[src/rtl/burst_gate_pkg.sv]
package burst_gate_pkg;

    localparam int FE_W   = 24;  // front-end sample width
    localparam int HALF_W = 16;  // one output component
    localparam int BB_W   = 2 * HALF_W;
    localparam int CFG_W  = 32;  // settings data and counter width
    localparam int ADDR_W = 8;
    localparam int GPIO_W = 16;

    // one settings register: captured write, change flag, live copy
    typedef struct packed {
        logic [CFG_W-1:0] shadow;
        logic             changed;
        logic [CFG_W-1:0] value;
    } setreg_t;

    // period position and burst sequence number
    typedef struct packed {
        logic [CFG_W-1:0]  count;
        logic [HALF_W-1:0] seq;
    } pcnt_t;

    // registered output pair
    typedef struct packed {
        logic [BB_W-1:0] word;
        logic            valid;
    } bbout_t;

endpackage

[src/rtl/bg_setting_reg.sv]
module bg_setting_reg
    import burst_gate_pkg::*;
#(
    parameter logic [ADDR_W-1:0] ADDR      = '0,
    parameter logic [CFG_W-1:0]  RESET_VAL = '0
) (
    input  logic              clk,
    input  logic              rst,
    input  logic              set_stb,
    input  logic [ADDR_W-1:0] set_addr,
    input  logic [CFG_W-1:0]  set_data,
    output logic [CFG_W-1:0]  value
);

    setreg_t r_d, r_q;

    always_comb begin
        r_d         = r_q;
        r_d.changed = set_stb && (set_addr == ADDR);
        if (r_d.changed) begin
            r_d.shadow = set_data;
        end
        // live copy follows the captured value one edge after the write
        if (r_q.changed) begin
            r_d.value = r_q.shadow;
        end
    end

    always_ff @(posedge clk) begin
        if (rst) begin
            r_q <= '{shadow: RESET_VAL, changed: 1'b0, value: RESET_VAL};
        end else begin
            r_q <= r_d;
        end
    end

    assign value = r_q.value;

endmodule

[src/rtl/bg_period_counter.sv]
module bg_period_counter
    import burst_gate_pkg::*;
(
    input  logic              clk,
    input  logic              rst,
    input  logic              enable,
    input  logic [CFG_W-1:0]  period,
    output logic [CFG_W-1:0]  count,
    output logic [HALF_W-1:0] seq
);

    pcnt_t            c_d, c_q;
    logic [CFG_W-1:0] last_idx;

    // periods of 0 and 1 both collapse to a single-cycle period
    assign last_idx = (period == '0) ? '0 : period - 1'b1;

    always_comb begin
        c_d = c_q;
        if (!enable) begin
            c_d.count = '0;
            c_d.seq   = '0;
        end else if (c_q.count >= last_idx) begin
            c_d.count = '0;
            c_d.seq   = c_q.seq + 1'b1;
        end else begin
            c_d.count = c_q.count + 1'b1;
        end
    end

    always_ff @(posedge clk) begin
        if (rst) begin
            c_q <= '0;
        end else begin
            c_q <= c_d;
        end
    end

    assign count = c_q.count;
    assign seq   = c_q.seq;

endmodule

[src/rtl/bg_sample_former.sv]
module bg_sample_former
    import burst_gate_pkg::*;
(
    input  logic              clk,
    input  logic              rst,
    input  logic              enable,
    input  logic              mode_decim,
    input  logic [CFG_W-1:0]  count,
    input  logic [HALF_W-1:0] seq,
    input  logic [CFG_W-1:0]  width,
    input  logic [FE_W-1:0]   fe_i,
    input  logic [FE_W-1:0]   fe_q,
    input  logic [BB_W-1:0]   ddc_sample,
    input  logic              ddc_strobe,
    input  logic [GPIO_W-1:0] gpio_in,
    output logic [BB_W-1:0]   bb_sample,
    output logic              bb_strobe
);

    bbout_t o_d, o_q;
    logic   in_window;
    logic   at_start;
    logic   src_ok;

    assign in_window = count < width;
    assign at_start  = count == '0;
    assign src_ok    = !mode_decim || ddc_strobe;

    always_comb begin
        o_d       = o_q;
        o_d.valid = enable && in_window && src_ok;
        if (at_start) begin
            o_d.word = {seq, gpio_in};
        end else if (mode_decim) begin
            o_d.word = ddc_sample;
        end else begin
            o_d.word = {fe_i[FE_W-1 -: HALF_W], fe_q[FE_W-1 -: HALF_W]};
        end
    end

    always_ff @(posedge clk) begin
        if (rst) begin
            o_q <= '0;
        end else begin
            o_q <= o_d;
        end
    end

    assign bb_sample = o_q.word;
    assign bb_strobe = o_q.valid;

endmodule

[src/rtl/burst_gate.sv]
module burst_gate
    import burst_gate_pkg::*;
#(
    parameter logic [ADDR_W-1:0] PERIOD_ADDR = 8'd0,
    parameter logic [ADDR_W-1:0] WIDTH_ADDR  = 8'd1,
    parameter logic [CFG_W-1:0]  DEF_PERIOD  = 32'd16,
    parameter logic [CFG_W-1:0]  DEF_WIDTH   = 32'd4
) (
    input  logic        clk,
    input  logic        rst,
    input  logic        enable,
    input  logic        mode_decim,
    input  logic [23:0] fe_i,
    input  logic [23:0] fe_q,
    input  logic [31:0] ddc_sample,
    input  logic        ddc_strobe,
    input  logic [15:0] gpio_in,
    input  logic        set_stb,
    input  logic [7:0]  set_addr,
    input  logic [31:0] set_data,
    output logic [31:0] bb_sample,
    output logic        bb_strobe
);

    localparam int NUM_REGS = 2;
    localparam int IDX_PER  = 0;
    localparam int IDX_WID  = 1;
    localparam logic [NUM_REGS-1:0][ADDR_W-1:0] REG_ADDR  = {WIDTH_ADDR, PERIOD_ADDR};
    localparam logic [NUM_REGS-1:0][CFG_W-1:0]  REG_RESET = {DEF_WIDTH, DEF_PERIOD};

    logic [NUM_REGS-1:0][CFG_W-1:0] reg_val;
    logic [CFG_W-1:0]               period_val;
    logic [CFG_W-1:0]               width_val;
    logic [CFG_W-1:0]               cnt_val;
    logic [HALF_W-1:0]              seq_val;

    for (genvar g = 0; g < NUM_REGS; g++) begin : g_cfg
        bg_setting_reg #(
            .ADDR      (REG_ADDR[g]),
            .RESET_VAL (REG_RESET[g])
        ) u_reg (
            .clk      (clk),
            .rst      (rst),
            .set_stb  (set_stb),
            .set_addr (set_addr),
            .set_data (set_data),
            .value    (reg_val[g])
        );
    end

    assign period_val = reg_val[IDX_PER];
    assign width_val  = reg_val[IDX_WID];

    bg_period_counter u_cnt (
        .clk    (clk),
        .rst    (rst),
        .enable (enable),
        .period (period_val),
        .count  (cnt_val),
        .seq    (seq_val)
    );

    bg_sample_former u_fmt (
        .clk        (clk),
        .rst        (rst),
        .enable     (enable),
        .mode_decim (mode_decim),
        .count      (cnt_val),
        .seq        (seq_val),
        .width      (width_val),
        .fe_i       (fe_i),
        .fe_q       (fe_q),
        .ddc_sample (ddc_sample),
        .ddc_strobe (ddc_strobe),
        .gpio_in    (gpio_in),
        .bb_sample  (bb_sample),
        .bb_strobe  (bb_strobe)
    );

endmodule

[config.mk]
export PLATFORM = sky130hd
export DESIGN_NAME = burst_gate
export DESIGN_NICKNAME = d
export VERILOG_FILES = /design/src/rtl/burst_gate_pkg.sv /design/src/rtl/bg_setting_reg.sv /design/src/rtl/bg_period_counter.sv /design/src/rtl/bg_sample_former.sv /design/src/rtl/burst_gate.sv
export SDC_FILE = /design/constraint.sdc
export NUM_CORES = 1
export LEC_CHECK = 0
export ABC_AREA = 1
export BUFFER_PORTS_ARGS = -buffer_cell sky130_fd_sc_hd__buf_2
export CAP_MARGIN = 20
export CORE_ASPECT_RATIO = 0.7
export CORE_UTILIZATION = 58
export CTS_CLUSTER_SIZE = 25
export DETAILED_ROUTE_END_ITERATION = 10
export GPL_TIMING_DRIVEN = 0
export PLACE_DENSITY = 0.91
export SLEW_MARGIN = 5
export SYNTH_ARGS = -nofsm -noshare
export SYNTH_HDL_FRONTEND = slang
export SYNTH_HIERARCHICAL = 1
export SYNTH_SLANG_ARGS = --single-unit
[constraint.sdc]
create_clock -name clk -period 3.55 [get_ports clk]
set_input_delay 0.5325 -clock clk [delete_from_list [all_inputs] [get_ports clk]]
set_output_delay 0.5325 -clock clk [all_outputs]
set_load 0.02 [all_outputs]
* Word level (Yosys, flattened, before mapping)
Index checks and enable logic that the tools add are counted.
Word-level totals: output and inout port bits 33, input bits 142, word-level logic and storage cells 31, register bits 211
Cells by class: bitwise operators 1, order comparisons 2, eq/ne operators 1, multiplexer cells 3, add/subtract/negate cells 3, reductions and logical operators 11
Operators by type and width (number):
- $mux 32 | 3
- $logic_not 32->1 | 2
- $add 32x1->32 const B | 1
- $ge 32x32->1 | 1
- $lt 32x32->1 | 1
- $sub 32x1->32 const B | 1
- $add 16x1->16 const B | 1
- $eq 8x1->1 const B | 1
- $logic_not 8->1 | 1
- $logic_and 1x1->1 | 4
- $reduce_or 3->1 | 1
- $reduce_or 2->1 | 1
- $logic_not 1->1 | 1
- $logic_or 1x1->1 | 1
- $not 1->1 | 1

* Depth between registers and ports, before layout
Gate-level depths: netlist (run 1).
word-level depth 4, depth in mapped cells 24, depth with buffers taken out 22

* Modules after synthesis
The synthesis (run 1) kept the hierarchy.
By module, submodules not included:
- bg_period_counter | seq. area each 960.9 µm², instances 1, cells an instance 712, area an instance 4491.8 µm²
- bg_setting_reg at g_cfg[1].u_reg | seq. area each 1301.2 µm², instances 1, cells an instance 391, area an instance 2813.9 µm²
- bg_setting_reg at g_cfg[0].u_reg | seq. area each 1301.2 µm², instances 1, cells an instance 387, area an instance 2778.9 µm²
- bg_sample_former | seq. area each 660.6 µm², instances 1, cells an instance 396, area an instance 2428.6 µm²

* Worst setup path after synthesis (run 1)
Ideal clock, no wire load.
path type register to register, start register g_cfg[0].u_reg.r_q (netlist bit g_cfg[0].u_reg/value[0]), end register u_cnt.c_q (netlist bit u_cnt/count[22]), clock period less this slack 2.704 ns, data arrival time 2.587 ns, setup time 0.117 ns, stages on the path, launching flop included 19, buffers on the path 2, path slack 0.846 ns, data required time 3.433 ns, cells stage by stage dfxtp_1 > buf_4 > inv_1 > ha_1 > nand2_2 > nor2_4 > nand4_4 > nor2_4 > a21oi_1 > nand3b_1 > ha_1 > nand2_1 > nor2_1 > nand2_1 > nor2_1 > nand2_2 > nand3_1 > buf_2 > nor2_1
On the way: word-level cells in the longest chain between the ends 4, elaborated cells between the ends (all ways) 5, those cells by class 1 x add/sub; 1 x order compare; 1 x mux; 2 x reduce/logical
RTL lines:
- start, declared | RTL line bg_setting_reg.sv:15 | setreg_t r_d, r_q;
- start signal, assigned | RTL line bg_setting_reg.sv:31 | r_q <= '{shadow: RESET_VAL, changed: 1'b0, value: RESET_VAL};
- start signal, assigned | RTL line bg_setting_reg.sv:33 | r_q <= r_d;
- $sub 32x1->32 / $logic_not 32->1 (equally long branches) | RTL line bg_period_counter.sv:16 | assign last_idx = (period == '0) ? '0 : period - 1'b1;
- $mux 32 (*) | RTL line bg_period_counter.sv:16
- $ge 32x32->1 (*) | RTL line bg_period_counter.sv:23 | end else if (c_q.count >= last_idx) begin
- $reduce_or 3->1 (no source line) (*)
- end signal, assigned | RTL line bg_period_counter.sv:33 | c_q <= '0;
- end signal, assigned | RTL line bg_period_counter.sv:35 | c_q <= c_d;
- end, declared | RTL line bg_period_counter.sv:12 | pcnt_t c_d, c_q;
Every way passes the cells marked *; elsewhere a longest branch is shown, timed or not. A chain may end at the register's enable or synchronous reset.

* Worst setup path in the final report (run 1)
start register g_cfg[0].u_reg.r_q (netlist bit g_cfg[0].u_reg/value[0]), end register u_cnt.c_q (netlist bit u_cnt/seq[8])
On the way: word-level cells in the longest chain between the ends 3, elaborated cells between the ends (all ways) 4, those cells by class 1 x add/sub; 1 x order compare; 1 x mux; 1 x reduce/logical
RTL lines (RTL line):
- $sub 32x1->32 / $logic_not 32->1 (equally long branches) | bg_period_counter.sv:16
- $mux 32 (*) | bg_period_counter.sv:16
- $ge 32x32->1 (*) | bg_period_counter.sv:23
Marked as above.

==> impl_metrics.yaml, run 1 <==
run_status:
  outcome: "finished, final reports clean"
timing:
  post-route-min-period_ns: 3.33
  finalSetupTns_ns: 0
  rsz0062_at_grt: "no"
  max_freq_ghz: 0.300
  period_share: 0.939
  worstMarginPinSlew_ns: 0.614
  drv_slew: 0
  setup_viol: 0
  hold_viol: 0
  relSlewSlack: 0.589
  finClkSkew_ns: 0.0197
  fin_ws_ns: 0.217
die:
  io_pins: 175
  dieArea_um2: 22200
  rows: 44
  initial_core_util: 0.598
  core-area_um2: 20900
  die_y_um: 125
  die_w_um: 178
layout:
  diodes: 0
  multiInputGateArea_um2: 6660
  fillers: 1747
  layout-drive-gt1-share: 0.174
  most-common-layout-cells: "444 x nor2_1, 354 x nand2_1, 211 x dfxtp_1"
  seqCellArea_um2: 4220
  final_common_cell: "nor2_1"
  utilization: 0.687
  area.growth.synth_to_final_pct: 14.8
  final_cells: 2356
  nets: 2278
pwr:
  leakagePower_nw: 7.33
  p_total_mw: 5.00
  ir_drop_mv: 0.302
  pwr_density_cell_nw_per_um2: 348
clock_network:
  cts_made_buffers: 22
  cts-htree-levels: 1
  cts_hold_buf: 0
  root_buffer: "clkbuf_16"
  clkLatencyLatePin_ns: 0.52
  cts_tree: "done"
  path_clk_slew_ns: 0.06
  cts_buffer_depth: 3
  cts_sinks: 211
yosys:
  seq_area_frac_synth: 0.338
  synth_seq_cells: 211
  synth_area_per_cell_um2: 6.63
  netlist_area_um2: 12500
  synth_cell_types: 44
  syn_nets: 2095
  yosysWarnings: 6
  syn_inst: 1886
detailed_routing:
  wirelength_um: 35200
  postRouteAntennaNets: 0
  firstDrtPassIters: 6
  drt_iter0_drc: 1456
  wl_per_cell_um: 15.0
  avgViaCountPerCell: 5.40
  drc: 0
  num_vias: 12700
global_route:
  busiest_layer: "met2"
  first_global_vias: 11500
  use_met1: 0.459
  grt_use_met3: 0.0638
  met2_usage: 0.469
  groute.usage.overall: 0.315
  overflow: 0
  grt_pass1_wl_um: 56500
  antenna_found_initial: 0
  grt_max_degree: 14
setup_path:
  endpoint_kind: "flop"
  crit_chain: "buf_4 > inv_1 > ha_2 > nand2_2 > inv_2 > nand2_1 > inv_1 > nand2_1 > xor2_1 > or2_1 > ha_1 > nand2_1 > nor2_2 > nand2_1 > nor2_1 > nor2_1 > nand2_1 > nand2_2 > buf_2 > a21oi_1 > nor2_1"
  cpPeakStageDelay_ns: 0.35
  critPathRequiredTime_ns: 3.94
  crit_type: "reg -> reg"
  crit_top_cell: "nand2_1"
  critPathSlowestCell: "dfxtp_1"
  crit_path_max_fanout: 10
  cp.arrival_ns: 3.73
  worstSetupStartpointType: "flop"
  r2r_cells: 21
placed_design:
  detailed_place_hpwl_um: 27200
  pre_cts_slack_ns: 0.231
  place.gp.congestion: 0.982
  dpl.cell_count: 2319
  portBuffers: 157
worst_hold_path:
  hold_depth: 3
  hp-class: "in -> reg"
job:
  maxCapViolCount: 0
[path summary, 6_finish.rpt]
check,slack (ns),start,to
min,0.24,gpio_in[13],u_fmt/bb_sample[13]
min reg2reg,0.49,g_cfg[1].u_reg/r_q[35],g_cfg[1].u_reg/value[2]
max,0.22,g_cfg[0].u_reg/value[0],u_cnt/seq[8]
max reg2reg,0.22,g_cfg[0].u_reg/value[0],u_cnt/seq[8]
[metal layers]
layer	vias to the layer above	share of wire	wire, µm
met5	-	0	0
met4	0	0.021	753
met3	67	0.11	3740
met2	679	0.43	15000
met1	5745	0.45	15700
li1	6225	-	-
[per-stage QoR]
step	area, µm²	hold slack [ns]
floorplan	12500	0.429
detailed placement	13600	0.471
global route	14400	0.253
CTS	14300	0.228
global placement	13600	0.444
finish	14400	0.238
[final cells by class]
cell class,count,share of cell area
Tap cell,276,0.0240
Buffer,135,0.0622
Clock buffer,29,0.0422
Inverter,205,0.0536
Clock inverter,6,0.00479
Sequential cell,211,0.294
Multi-Input combinational cell,1335,0.463
Timing Repair Buffer,159,0.0557
[flip-flops by register name, indices dropped and copies added (netlist names)]
register,cells
u_fmt/bb_sample,32
u_cnt/seq,16
g_cfg.u_reg/r_q,66
g_cfg.u_reg/value,64
u_cnt/count,32
u_fmt/bb_strobe,1
[worst max-delay path: cells and delay by family, from the launching register on]
kind,cells,cell delay [ns]
AOI/OAI and AO/OA,1,0.19
xor gates and xnor gates,1,0.14
adders and majority gates,2,0.53
buffers and inverters,5,0.72
DFF,1,0.35
and+or+nand+nor,12,1.30
[kinds of logic (layout without fill, tap and decap cells)]
| logic type | count (synthesis) | count (layout) | synth area share |
|---|---|---|---|
| AND/OR/NAND/NOR | 1062 | 1062 | 0.367 |
| buffers and inverters | 340 | 534 | 0.132 |
| adder cells (fa/ha/maj) | 67 | 67 | 0.0670 |
| flip-flops | 211 | 211 | 0.338 |
| XOR/XNOR | 40 | 40 | 0.0280 |
| AO/OA/AOI/OAI | 166 | 166 | 0.0681 |
[where the power goes]
part | internal, mW | switching (mW)
clock network | 1.27 | 0.932
registers | 2.40 | 0.0107
logic | 0.143 | 0.246
total | 3.81 | 1.19
[synth_stat cells (all sizes together)]
master	n	share of area
nor2	472	0.15
clkbuf	29	0.0087
ha	67	0.067
inv	203	0.061
nor3b	1	0.00060
o21ai	99	0.040
nor3	28	0.013
a21oi	60	0.024
nand3	138	0.058
nand4	19	0.011
o21bai	1	0.00060
nand3b	7	0.0045
a21o	3	0.0018
o21a	2	0.0012
o211ai	1	0.00060
clkinv	2	0.00060
xnor2	7	0.0049
dfxtp	211	0.34
and2	1	0.00050
xor2	33	0.023
or2	19	0.0095
and3	3	0.0015
nor4	11	0.0055
buf	106	0.062
nand2	363	0.11
[timing repair]
action,in CTS,in global routing
buffers inserted,0,2
setup endpoints to repair,0,46
gates resized for setup,0,13
(Power assumes the default switching activity.)
==> run 2: changes to the inputs <==
--- a/config.mk
+++ b/config.mk
@@ -9,11 +9,11 @@
 export BUFFER_PORTS_ARGS = -buffer_cell sky130_fd_sc_hd__buf_2
 export CAP_MARGIN = 20
 export CORE_ASPECT_RATIO = 0.7
-export CORE_UTILIZATION = 58
+export CORE_UTILIZATION = 36
 export CTS_CLUSTER_SIZE = 25
 export DETAILED_ROUTE_END_ITERATION = 10
 export GPL_TIMING_DRIVEN = 0
-export PLACE_DENSITY = 0.91
+export PLACE_DENSITY = 0.64
 export SLEW_MARGIN = 5
 export SYNTH_ARGS = -nofsm -noshare
 export SYNTH_HDL_FRONTEND = slang
==> impl_metrics.yaml, run 2 (synthesis gave the netlist of run 1 again) <==
run_status:
  outcome: "finished, final reports clean"
detailed_routing:
  drc: 0
  firstDrtPassIters: 5
  avgViaCountPerCell: 4.76
  postRouteAntennaNets: 0
  num_vias: 12200
  drt_iter0_drc: 895
  wirelength_um: 35300
  wl_per_cell_um: 13.8
clock_network:
  cts_sinks: 211
  cts-htree-levels: 1
  cts_tree: "done"
  root_buffer: "clkbuf_16"
  cts_buffer_depth: 3
  path_clk_slew_ns: 0.06
  cts_made_buffers: 24
  clkLatencyLatePin_ns: 0.53
  cts_hold_buf: 0
job:
  maxCapViolCount: 0
layout:
  area.growth.synth_to_final_pct: 17.3
  diodes: 0
  layout-drive-gt1-share: 0.178
  top_register: "g_cfg.u_reg/r_q"
  most-common-layout-cells: "445 x nor2_1, 354 x nand2_1, 211 x dfxtp_1"
  nets: 2279
  final_common_cell: "nor2_1"
  utilization: 0.434
  largest_reg_flops: 66
setup_path:
  cp.arrival_ns: 3.66
  worstSetupStartpointType: "flop"
  endpoint_kind: "flop"
  r2r_cells: 19
  r2r_end: "u_cnt/seq[2]"
  r2r-start: "g_cfg[0].u_reg/value[0]"
  ff2ff_setup_slack_ns: 0.30
  crit_type: "reg -> reg"
  critPathRequiredTime_ns: 3.96
  crit_path_max_fanout: 10
die:
  core-area_um2: 33800
  initial_core_util: 0.370
  rows: 56
  dieArea_um2: 35500
  io_pins: 175
  die_w_um: 225
  die_y_um: 158
global_route:
  grt_max_degree: 15
  antenna_found_initial: 0
  grt_pass1_wl_um: 56300
  overflow: 0
  groute.usage.overall: 0.198
  first_global_vias: 11000
timing:
  drv_slew: 0
  relSlewSlack: 0.649
  finalSetupTns_ns: 0
  rsz0062_at_grt: "no"
  finClkSkew_ns: 0.0141
  period_share: 0.916
  worstMarginPinSlew_ns: 0.525
  max_freq_ghz: 0.308
  setup_viol: 0
  post-route-min-period_ns: 3.25
  hold_viol: 0
pwr:
  ir_drop_mv: 0.243
  seqPwrFrac: 0.463
  sw_frac_of_total: 0.249
  clkPwrFrac: 0.461
  leakagePower_nw: 7.38
  power_switching_mw: 1.30
  pwr_density_cell_nw_per_um2: 354
  p_int_mw: 3.90
  pwr-share-comb: 0.075
worst_hold_path:
  hp-class: "in -> reg"
  hold-path-endpoint: "u_fmt/bb_sample[4]"
  hold_depth: 3
  hp-start: "gpio_in[4]"
placed_design:
  place.gp.congestion: 0.898
  detailed_place_hpwl_um: 28400
  portBuffers: 157
-- run 2: cell types whose count changed in the layout (fill, tap and decap cells not counted), sizes merged --
cell	previous run	this run
bufinv	1	0
clkinvlp	1	3
buf	265	261
clkinv	6	11
inv	203	206
clkbuf	58	61
-- run 2: metrics by stage --
stage / total power [mW] / hold WS [ns] / cells / setup WS (ns) / instance area (µm²)
floorplan: 2.68 / 0.429 / 1886 / 0.846 / 12500
global placement: 2.84 / 0.447 / 2507 / 0.233 / 13900
detailed placement: 2.85 / 0.458 / 2507 / 0.142 / 13900
CTS: 5.25 / 0.202 / 2551 / 0.133 / 14600
global route: 5.39 / 0.226 / 2552 / 0.00102 / 14700
finish: 5.19 / 0.224 / 2552 / 0.300 / 14700
-- run 2: worst max path at each step --
stage / start / endpoint / slack, ns
3_5_place_dp: g_cfg[0].u_reg/value[4] / u_cnt/count[30] / 0.14
4_1_cts: g_cfg[0].u_reg/value[4] / u_cnt/count[24] / 0.13
5_1_grt: g_cfg[0].u_reg/value[0] / u_cnt/count[25] / 0.001
6_report: g_cfg[0].u_reg/value[0] / u_cnt/seq[2] / 0.30
2_1_floorplan: g_cfg[0].u_reg/value[0] / u_cnt/count[22] / 0.85
3_3_place_gp: g_cfg[0].u_reg/value[4] / u_cnt/count[24] / 0.23
-- run 2: critical path, stage by stage, from the launching register on --
cell,delay (ns)
dfxtp_1,0.31
buf_4,0.14
inv_1,0.12
ha_2,0.24
nand2_2,0.11
nor2_4,0.29
nand4_4,0.16
inv_1,0.15
a21oi_1,0.07
nand3b_1,0.17
ha_1,0.28
nand2_1,0.08
nor2_1,0.05
nand2_1,0.11
inv_1,0.06
a21oi_2,0.28
buf_2,0.30
nand3_1,0.11
nand2_1,0.06
nor2_1,0.04
-- run 2: layout make-up --
cell class,instances,area [µm²]
clock inverter,15,96.3
inverter,205,769
timing repair buffer,158,793
buffer,135,892
multi-input combinational,1335,6660
tap,464,581
fill,3528,19200
clock buffer,29,671
sequential,211,4220
-- run 2: routing by layer --
metal,up-vias,share of wire,track usage
li1,6234,-,-
met1,5544,0.52,0.304
met2,343,0.40,0.284
met3,39,0.064,0.0304
met4,0,0.019,0.0460
met5,-,0,0
-- run 2: power by group through the flow --
stage	registers, mW	logic (mW)	clock network (mW)
after global routing	2.41	0.437	2.55
after detailed placement	2.46	0.388	0
after CTS	2.41	0.390	2.46
after floorplan	2.49	0.184	0
after global placement	2.46	0.384	0
final	2.41	0.391	2.40
-- run 2: repair_timing --
item,CTS,global route
resized for setup,0,10
setup buffers,0,1
endpoints found under the setup margin,0,48
